==> src/rtl/fcc_pkg.sv <==
// Shared view codes for the tagged FIFO cell.
package fcc_pkg;
    typedef enum logic [2:0] {
        VW_RAW    = 3'd0,
        VW_TAG    = 3'd1,
        VW_Q_BLK  = 3'd2,
        VW_Q_TRY  = 3'd3,
        VW_SEM_BL = 3'd4,
        VW_SEM_TR = 3'd5
    } view_e;
endpackage

==> src/rtl/fcc_store.sv <==
// Entry storage for the cell: one synchronous write port and one
// asynchronous read port. Assumes DEPTH is a power of two, at least 2.
module fcc_store #(
    parameter int DEPTH  = 8,
    parameter int DATA_W = 64,
    localparam int AW    = $clog2(DEPTH)
) (
    input  logic              clk,
    input  logic              rst_n,
    input  logic              we,
    input  logic [AW-1:0]     waddr,
    input  logic [DATA_W-1:0] wdata,
    input  logic [AW-1:0]     raddr,
    output logic [DATA_W-1:0] rdata
);
    logic [DATA_W-1:0] mem [DEPTH];

    // Clear all entries on reset; otherwise perform the requested write.
    always_ff @(posedge clk) begin
        if (!rst_n) begin
            for (int i = 0; i < DEPTH; i++) mem[i] <= '0;
        end else if (we) begin
            mem[waddr] <= wdata;
        end
    end

    // Present the addressed entry.
    assign rdata = mem[raddr];
endmodule

==> src/rtl/fcc_waitlist.sv <==
// Bitmap of stalled requesters. A wake request moves the whole bitmap
// onto the wake output for one cycle and clears it. Assumes block_set
// and wake_req are never high together.
module fcc_waitlist #(
    parameter int NREQ = 8,
    localparam int IDW = $clog2(NREQ)
) (
    input  logic            clk,
    input  logic            rst_n,
    input  logic            block_set,
    input  logic [IDW-1:0]  block_id,
    input  logic            wake_req,
    output logic [NREQ-1:0] pend,
    output logic [NREQ-1:0] wake
);
    // Record stalled IDs and issue the release pulse.
    always_ff @(posedge clk) begin
        if (!rst_n) begin
            pend <= '0;
            wake <= '0;
        end else if (wake_req) begin
            wake <= pend;
            pend <= '0;
        end else begin
            wake <= '0;
            if (block_set) pend[block_id] <= 1'b1;
        end
    end
endmodule

==> src/rtl/fifo_comm_cell.sv <==
// Tagged FIFO communication cell. Decodes the view code of each access,
// updates the tag and queue pointers, and registers the read data, the
// stall response and (through the waitlist) the wake vector.
// Assumes DEPTH is a power of two in [2, 512] and DATA_W >= 36.
module fifo_comm_cell
    import fcc_pkg::*;
#(
    parameter int DEPTH  = 8,
    parameter int DATA_W = 64,
    parameter int NREQ   = 8
) (
    input  logic                    clk,
    input  logic                    rst_n,
    input  logic [2:0]              view_i,
    input  logic                    rd_i,
    input  logic                    wr_i,
    input  logic [DATA_W-1:0]       wdata_i,
    input  logic [$clog2(NREQ)-1:0] req_id_i,
    output logic [DATA_W-1:0]       rdata_o,
    output logic                    block_o,
    output logic [NREQ-1:0]         wake_o
);
    localparam int AW = $clog2(DEPTH);
    localparam int CW = AW + 1;
    localparam int CNT_LSB = 18;
    localparam int LOG_LSB = 28;

    logic [AW-1:0] head, head_n;
    logic [CW-1:0] cnt, cnt_n;
    logic          e_flag, e_n, f_flag, f_n, t_flag, t_n;
    logic          st_we;
    logic [AW-1:0] st_waddr, tail_a, newest_a;
    logic [DATA_W-1:0] st_rdata, rd_val;
    logic          blk, wake_req;
    logic [NREQ-1:0] pend_map;
    logic          do_rd, do_wr, stall_view;
    view_e         vw;

    assign vw         = view_e'(view_i);
    assign do_rd      = rd_i;
    assign do_wr      = wr_i & ~rd_i;
    assign stall_view = (vw == VW_Q_BLK);
    assign tail_a     = head + cnt[AW-1:0];
    assign newest_a   = tail_a - AW'(1);

    fcc_store #(.DEPTH(DEPTH), .DATA_W(DATA_W)) store_i (
        .clk(clk), .rst_n(rst_n), .we(st_we), .waddr(st_waddr),
        .wdata(wdata_i), .raddr(head), .rdata(st_rdata)
    );

    fcc_waitlist #(.NREQ(NREQ)) wait_i (
        .clk(clk), .rst_n(rst_n), .block_set(blk), .block_id(req_id_i),
        .wake_req(wake_req), .pend(pend_map), .wake(wake_o)
    );

    // Decode the access into next tag, pointer, store and response values.
    always_comb begin
        head_n = head; cnt_n = cnt;
        e_n = e_flag; f_n = f_flag; t_n = t_flag;
        st_we = 1'b0; st_waddr = tail_a;
        rd_val = '0; blk = 1'b0; wake_req = 1'b0;
        if (do_rd) begin
            case (vw)
                VW_RAW: rd_val = st_rdata;
                VW_TAG: begin
                    rd_val[0] = e_flag;
                    rd_val[1] = f_flag;
                    rd_val[16] = t_flag;
                    rd_val[17] = 1'b1;
                    rd_val[CNT_LSB +: CW] = cnt;
                    rd_val[LOG_LSB +: 8] = 8'(AW);
                end
                VW_Q_BLK, VW_Q_TRY: begin
                    f_n = 1'b0;
                    if (stall_view && e_flag) begin
                        blk = 1'b1;
                    end else begin
                        wake_req = 1'b1;
                        if (cnt != '0) begin
                            rd_val = st_rdata;
                            head_n = head + AW'(1);
                            cnt_n  = cnt - CW'(1);
                        end
                        if (cnt_n == '0) e_n = 1'b1;
                    end
                end
                VW_SEM_BL, VW_SEM_TR: rd_val = '0;
                default: rd_val = '1;
            endcase
        end else if (do_wr) begin
            case (vw)
                VW_RAW: begin
                    if (cnt != '0) begin
                        st_we = 1'b1;
                        st_waddr = newest_a;
                    end
                end
                VW_TAG: begin
                    t_n = wdata_i[16];
                    e_n = wdata_i[0];
                    f_n = wdata_i[1];
                    if (wdata_i[0]) cnt_n = '0;
                end
                VW_Q_BLK, VW_Q_TRY: begin
                    e_n = 1'b0;
                    if (stall_view && f_flag) begin
                        blk = 1'b1;
                    end else begin
                        wake_req = 1'b1;
                        if (cnt < CW'(DEPTH)) begin
                            st_we = 1'b1;
                            cnt_n = cnt + CW'(1);
                        end
                        if (cnt_n == CW'(DEPTH)) f_n = 1'b1;
                    end
                end
                default: ;
            endcase
        end
    end

    // Hold tag, pointers and registered responses.
    always_ff @(posedge clk) begin
        if (!rst_n) begin
            head <= '0; cnt <= '0;
            e_flag <= 1'b1; f_flag <= 1'b0; t_flag <= 1'b0;
            rdata_o <= '0; block_o <= 1'b0;
        end else begin
            head <= head_n; cnt <= cnt_n;
            e_flag <= e_n; f_flag <= f_n; t_flag <= t_n;
            if (do_rd) rdata_o <= rd_val;
            block_o <= blk;
        end
    end
endmodule

==> config.mk <==
export PLATFORM = sky130hd
export DESIGN_NAME = fifo_comm_cell
export DESIGN_NICKNAME = d
export VERILOG_FILES = /design/src/rtl/fcc_pkg.sv /design/src/rtl/fcc_store.sv /design/src/rtl/fcc_waitlist.sv /design/src/rtl/fifo_comm_cell.sv
export SDC_FILE = /design/constraint.sdc
export NUM_CORES = 1
export LEC_CHECK = 0
export BUFFER_PORTS_ARGS = -buffer_cell sky130_fd_sc_hd__buf_2
export CORE_ASPECT_RATIO = 0.8
export CORE_MARGIN = 2
export CORE_UTILIZATION = 55
export DETAILED_ROUTE_END_ITERATION = 16
export PLACE_DENSITY = 0.82
export SLEW_MARGIN = 20
export SYNTH_ARGS = -nofsm -noshare
export SYNTH_HDL_FRONTEND = slang
export SYNTH_SLANG_ARGS = --single-unit
==> constraint.sdc <==
create_clock -name clk -period 7.4 [get_ports clk]
set_clock_uncertainty 0.15 [all_clocks]
set_input_delay 0.37 -clock clk [delete_from_list [all_inputs] [get_ports clk]]
set_output_delay 0.37 -clock clk [all_outputs]
set_load 0.01 [all_outputs]
==> flow_summary.ini <==
[floorplanning]
dieArea_mm2 = 0.05064
std_cell_rows = 72
die_y_um = 201.7
ios = 147
initial_utilization_pct = 55.64
fp.dieW_um = 251.1
core_area_mm2 = 0.04829

[flow_run]
drv_cap = 0

[clock_network]
h-tree-depth = 2
cts.sinks = 606
path_clk_slew_ns = 0.06
ctsResizeCount = 0
clkLatencyLatePin_ns = 0.62
root_buffer = clkbuf_16
cts_buffers = 59
cts_tree = built
clk_path_buf_depth = 3

[routing]
drt-met1-wl_um = 26320
postRouteAntennaNets = 0
wl_per_cell_um = 24.99
drc = 0
dr_wl_met2_um = 30750
vias = 16760
wirelength_um = 64300
via_per_inst = 6.512
first_pass_iters = 6
highest_layer = met4
route.met3.wl_um = 5884
drt-initial-drc-count = 2297

[yosys]
synth.distinct_cells = 52
ys_warn_count = 0
ys.flop_type = edfxtp_1
synth_edf_count = 512
ys_async_sr_fraction_pct = 0
post_synth_main_area_contributors = edfxtp_1 (57%), and3_1 (12%), mux4_2 (11%), dfxtp_1 (7.0%), mux2i_1 (2.6%)
synth_top_cell_by_area = edfxtp_1
syn_area_mm2 = 0.02687
yosys_register_bits = 606
synth_fp_nets = 1865
syn_inst = 1785
netlist.area_leader.share_pct = 57.23
avgSynthCellArea_um2 = 15.05
ys_seq_area_share_pct = 64.23

[worst_hold_path]
min_from = wdata_i[41]
hold_path.class = in -> reg
min_path_cells = 2
hold_path_end = store_i.mem[4][41]

[grt]
grt_pass1_vias = 16740
grt_max_degree = 133
grt_overflow = 0
track_usage_pct = 25.48
grt_antenna_before_repair = 3
grt_pass1_wl_um = 98990

[placement]
dp_hpwl_um = 33720
place_congestion = 0.8436
io_buffers = 146
pre_cts_slack_ns = 2.766

[sta]
layout_setup_ws_ns = 2.751
post-route-period-util_pct = 62.82
relSlewSlack_pct = 25.73
max_freq_ghz = 0.2151
worst_pin_slew_ns = 1.114
rsz0062_at_grt = false
final_hold_viol_count = 0
setup_viol = 0
fin_hold_ws_ns = 0.02480
report.final.slew_viol_count = 0
setup_tns_ns = 0
period_minus_slack_ns = 4.649

[status]
status = finished clean

[layout]
final_cell_mix = edfxtp_1 (512), and3_1 (505), buf_2 (144)
final_common_cell = edfxtp_1
final_nets = 1969
area.growth.synth_to_final_pct = 13.51
drive_above_1_share_pct = 21.13

[worst_setup_path]
r2r_cells = 9
endpoint_kind = register
start_kind = register
path_class = reg -> reg
worstPathArrival_ns = 4.75
r2r_start = cnt[0]
cp_data_required_time_ns = 7.50
r2r-end = store_i.mem[7][36]
critical_path.max_fanout = 38
reg2reg_setup_slack_ns = 2.75
startpoint = cnt[0]

[pwr]
p_leak_nw = 13.02
ir_worst_vdd_mv = 0.1861
powerDensity_mw_per_mm2 = 241.0
-- critical path, cell delays in order (launching register included) --
cell	delay, ns
dfxtp_1	0.58
ha_1	0.25
inv_1	0.05
fa_1	0.40
xnor2_2	0.28
xor2_2	0.41
xnor2_1	0.28
o32a_1	0.34
o21ai_4	0.84
buf_4	0.67
-- per-layer routing --
layer | GRT usage (%) | up-vias
met1 | 37.00 | 8451
li1 | - | 7282
met2 | 40.52 | 914
met3 | 3.881 | 108
met5 | 0 | -
met4 | 7.207 | 0
-- synthesized netlist by cell type (5+ instances only) --
master and number:
o21ai_0 76, dfxtp_1 94, nand2_1 14, edfxtp_1 512, buf_4 14, inv_1 7
nor3_1 10, buf_2 26, nor2_1 16, mux4_2 128, o211a_1 68, clkbuf_1 135
nor2b_1 11, mux2i_1 70, ha_1 5, and2_1 12, nand2b_1 7, a21oi_1 16
and3_1 505
-- stage by stage --
step / total power, mW / instance area [um2] / instances / util, %
after detailed placement: 4.391 / 28020 / 2405 / 58.03
final: 7.349 / 30500 / 2573 / 63.16
after global routing: 7.547 / 30490 / 2569 / 63.13
after global placement: 4.368 / 27980 / 2403 / 57.94
after CTS: 7.376 / 30450 / 2568 / 63.06
after floorplan: 4.207 / 26870 / 1785 / -
-- layout make-up --
class                   instances  area [um2]
inverters                       8       30.03
clock buffers                  78        1548
flip-flops and latches        606       17270
diodes                          4       10.01
repair buffers                223        1519
clock inverters                34       372.9
fillers                      3310       17790
multi-input cells             991        8961
well taps                     629       787.0
-- worst max path at each step --
stage / cells after the start / to / slack [ns]
2_1_floorplan: 7 / store_i.mem[4][0] / 0.20
3_3_place_gp: 9 / store_i.mem[7][47] / 2.97
3_5_place_dp: 9 / store_i.mem[7][49] / 2.77
4_1_cts: 9 / store_i.mem[7][38] / 2.76
5_1_grt: 9 / store_i.mem[7][33] / 2.56
6_report: 9 / store_i.mem[7][36] / 2.75
-- registers in the layout, summed over array words and instances (netlist names), named ones only --
name	flops
e_flag	1
cnt	4
store_i.mem	512
block_o	1
head	3
t_flag	1
wait_i.pend	8
rdata_o	64
f_flag	1
wait_i.wake	8
-- cell families (layout without fill, tap and decap cells) --
family,count (synthesis),after routing,share of synthesized area (%)
flip-flops,606,606,64.23
AND/OR/NAND/NOR,590,590,13.50
multiplexers,200,200,13.42
buffers and inverters,188,343,2.971
AO/OA/AOI/OAI,185,185,5.137
XOR/XNOR,10,10,0.4378
adder cells (fa/ha/maj),6,6,0.3074
other,0,4,0
-- power breakdown --
part / total [mW] / switching (mW) / internal [mW]
combinational: 0.486 / 0.321 / 0.165
clock: 3.00 / 1.28 / 1.72
sequential: 3.87 / 0.0495 / 3.82
-- repair_timing --
action / in CTS / in global routing
setup buffers: 0 / 0
endpoints found under the setup margin: 0 / 0
hold endpoints to repair: 317 / 0
hold buffers: 51 / 0
Power figures use the tool's default switching activity.
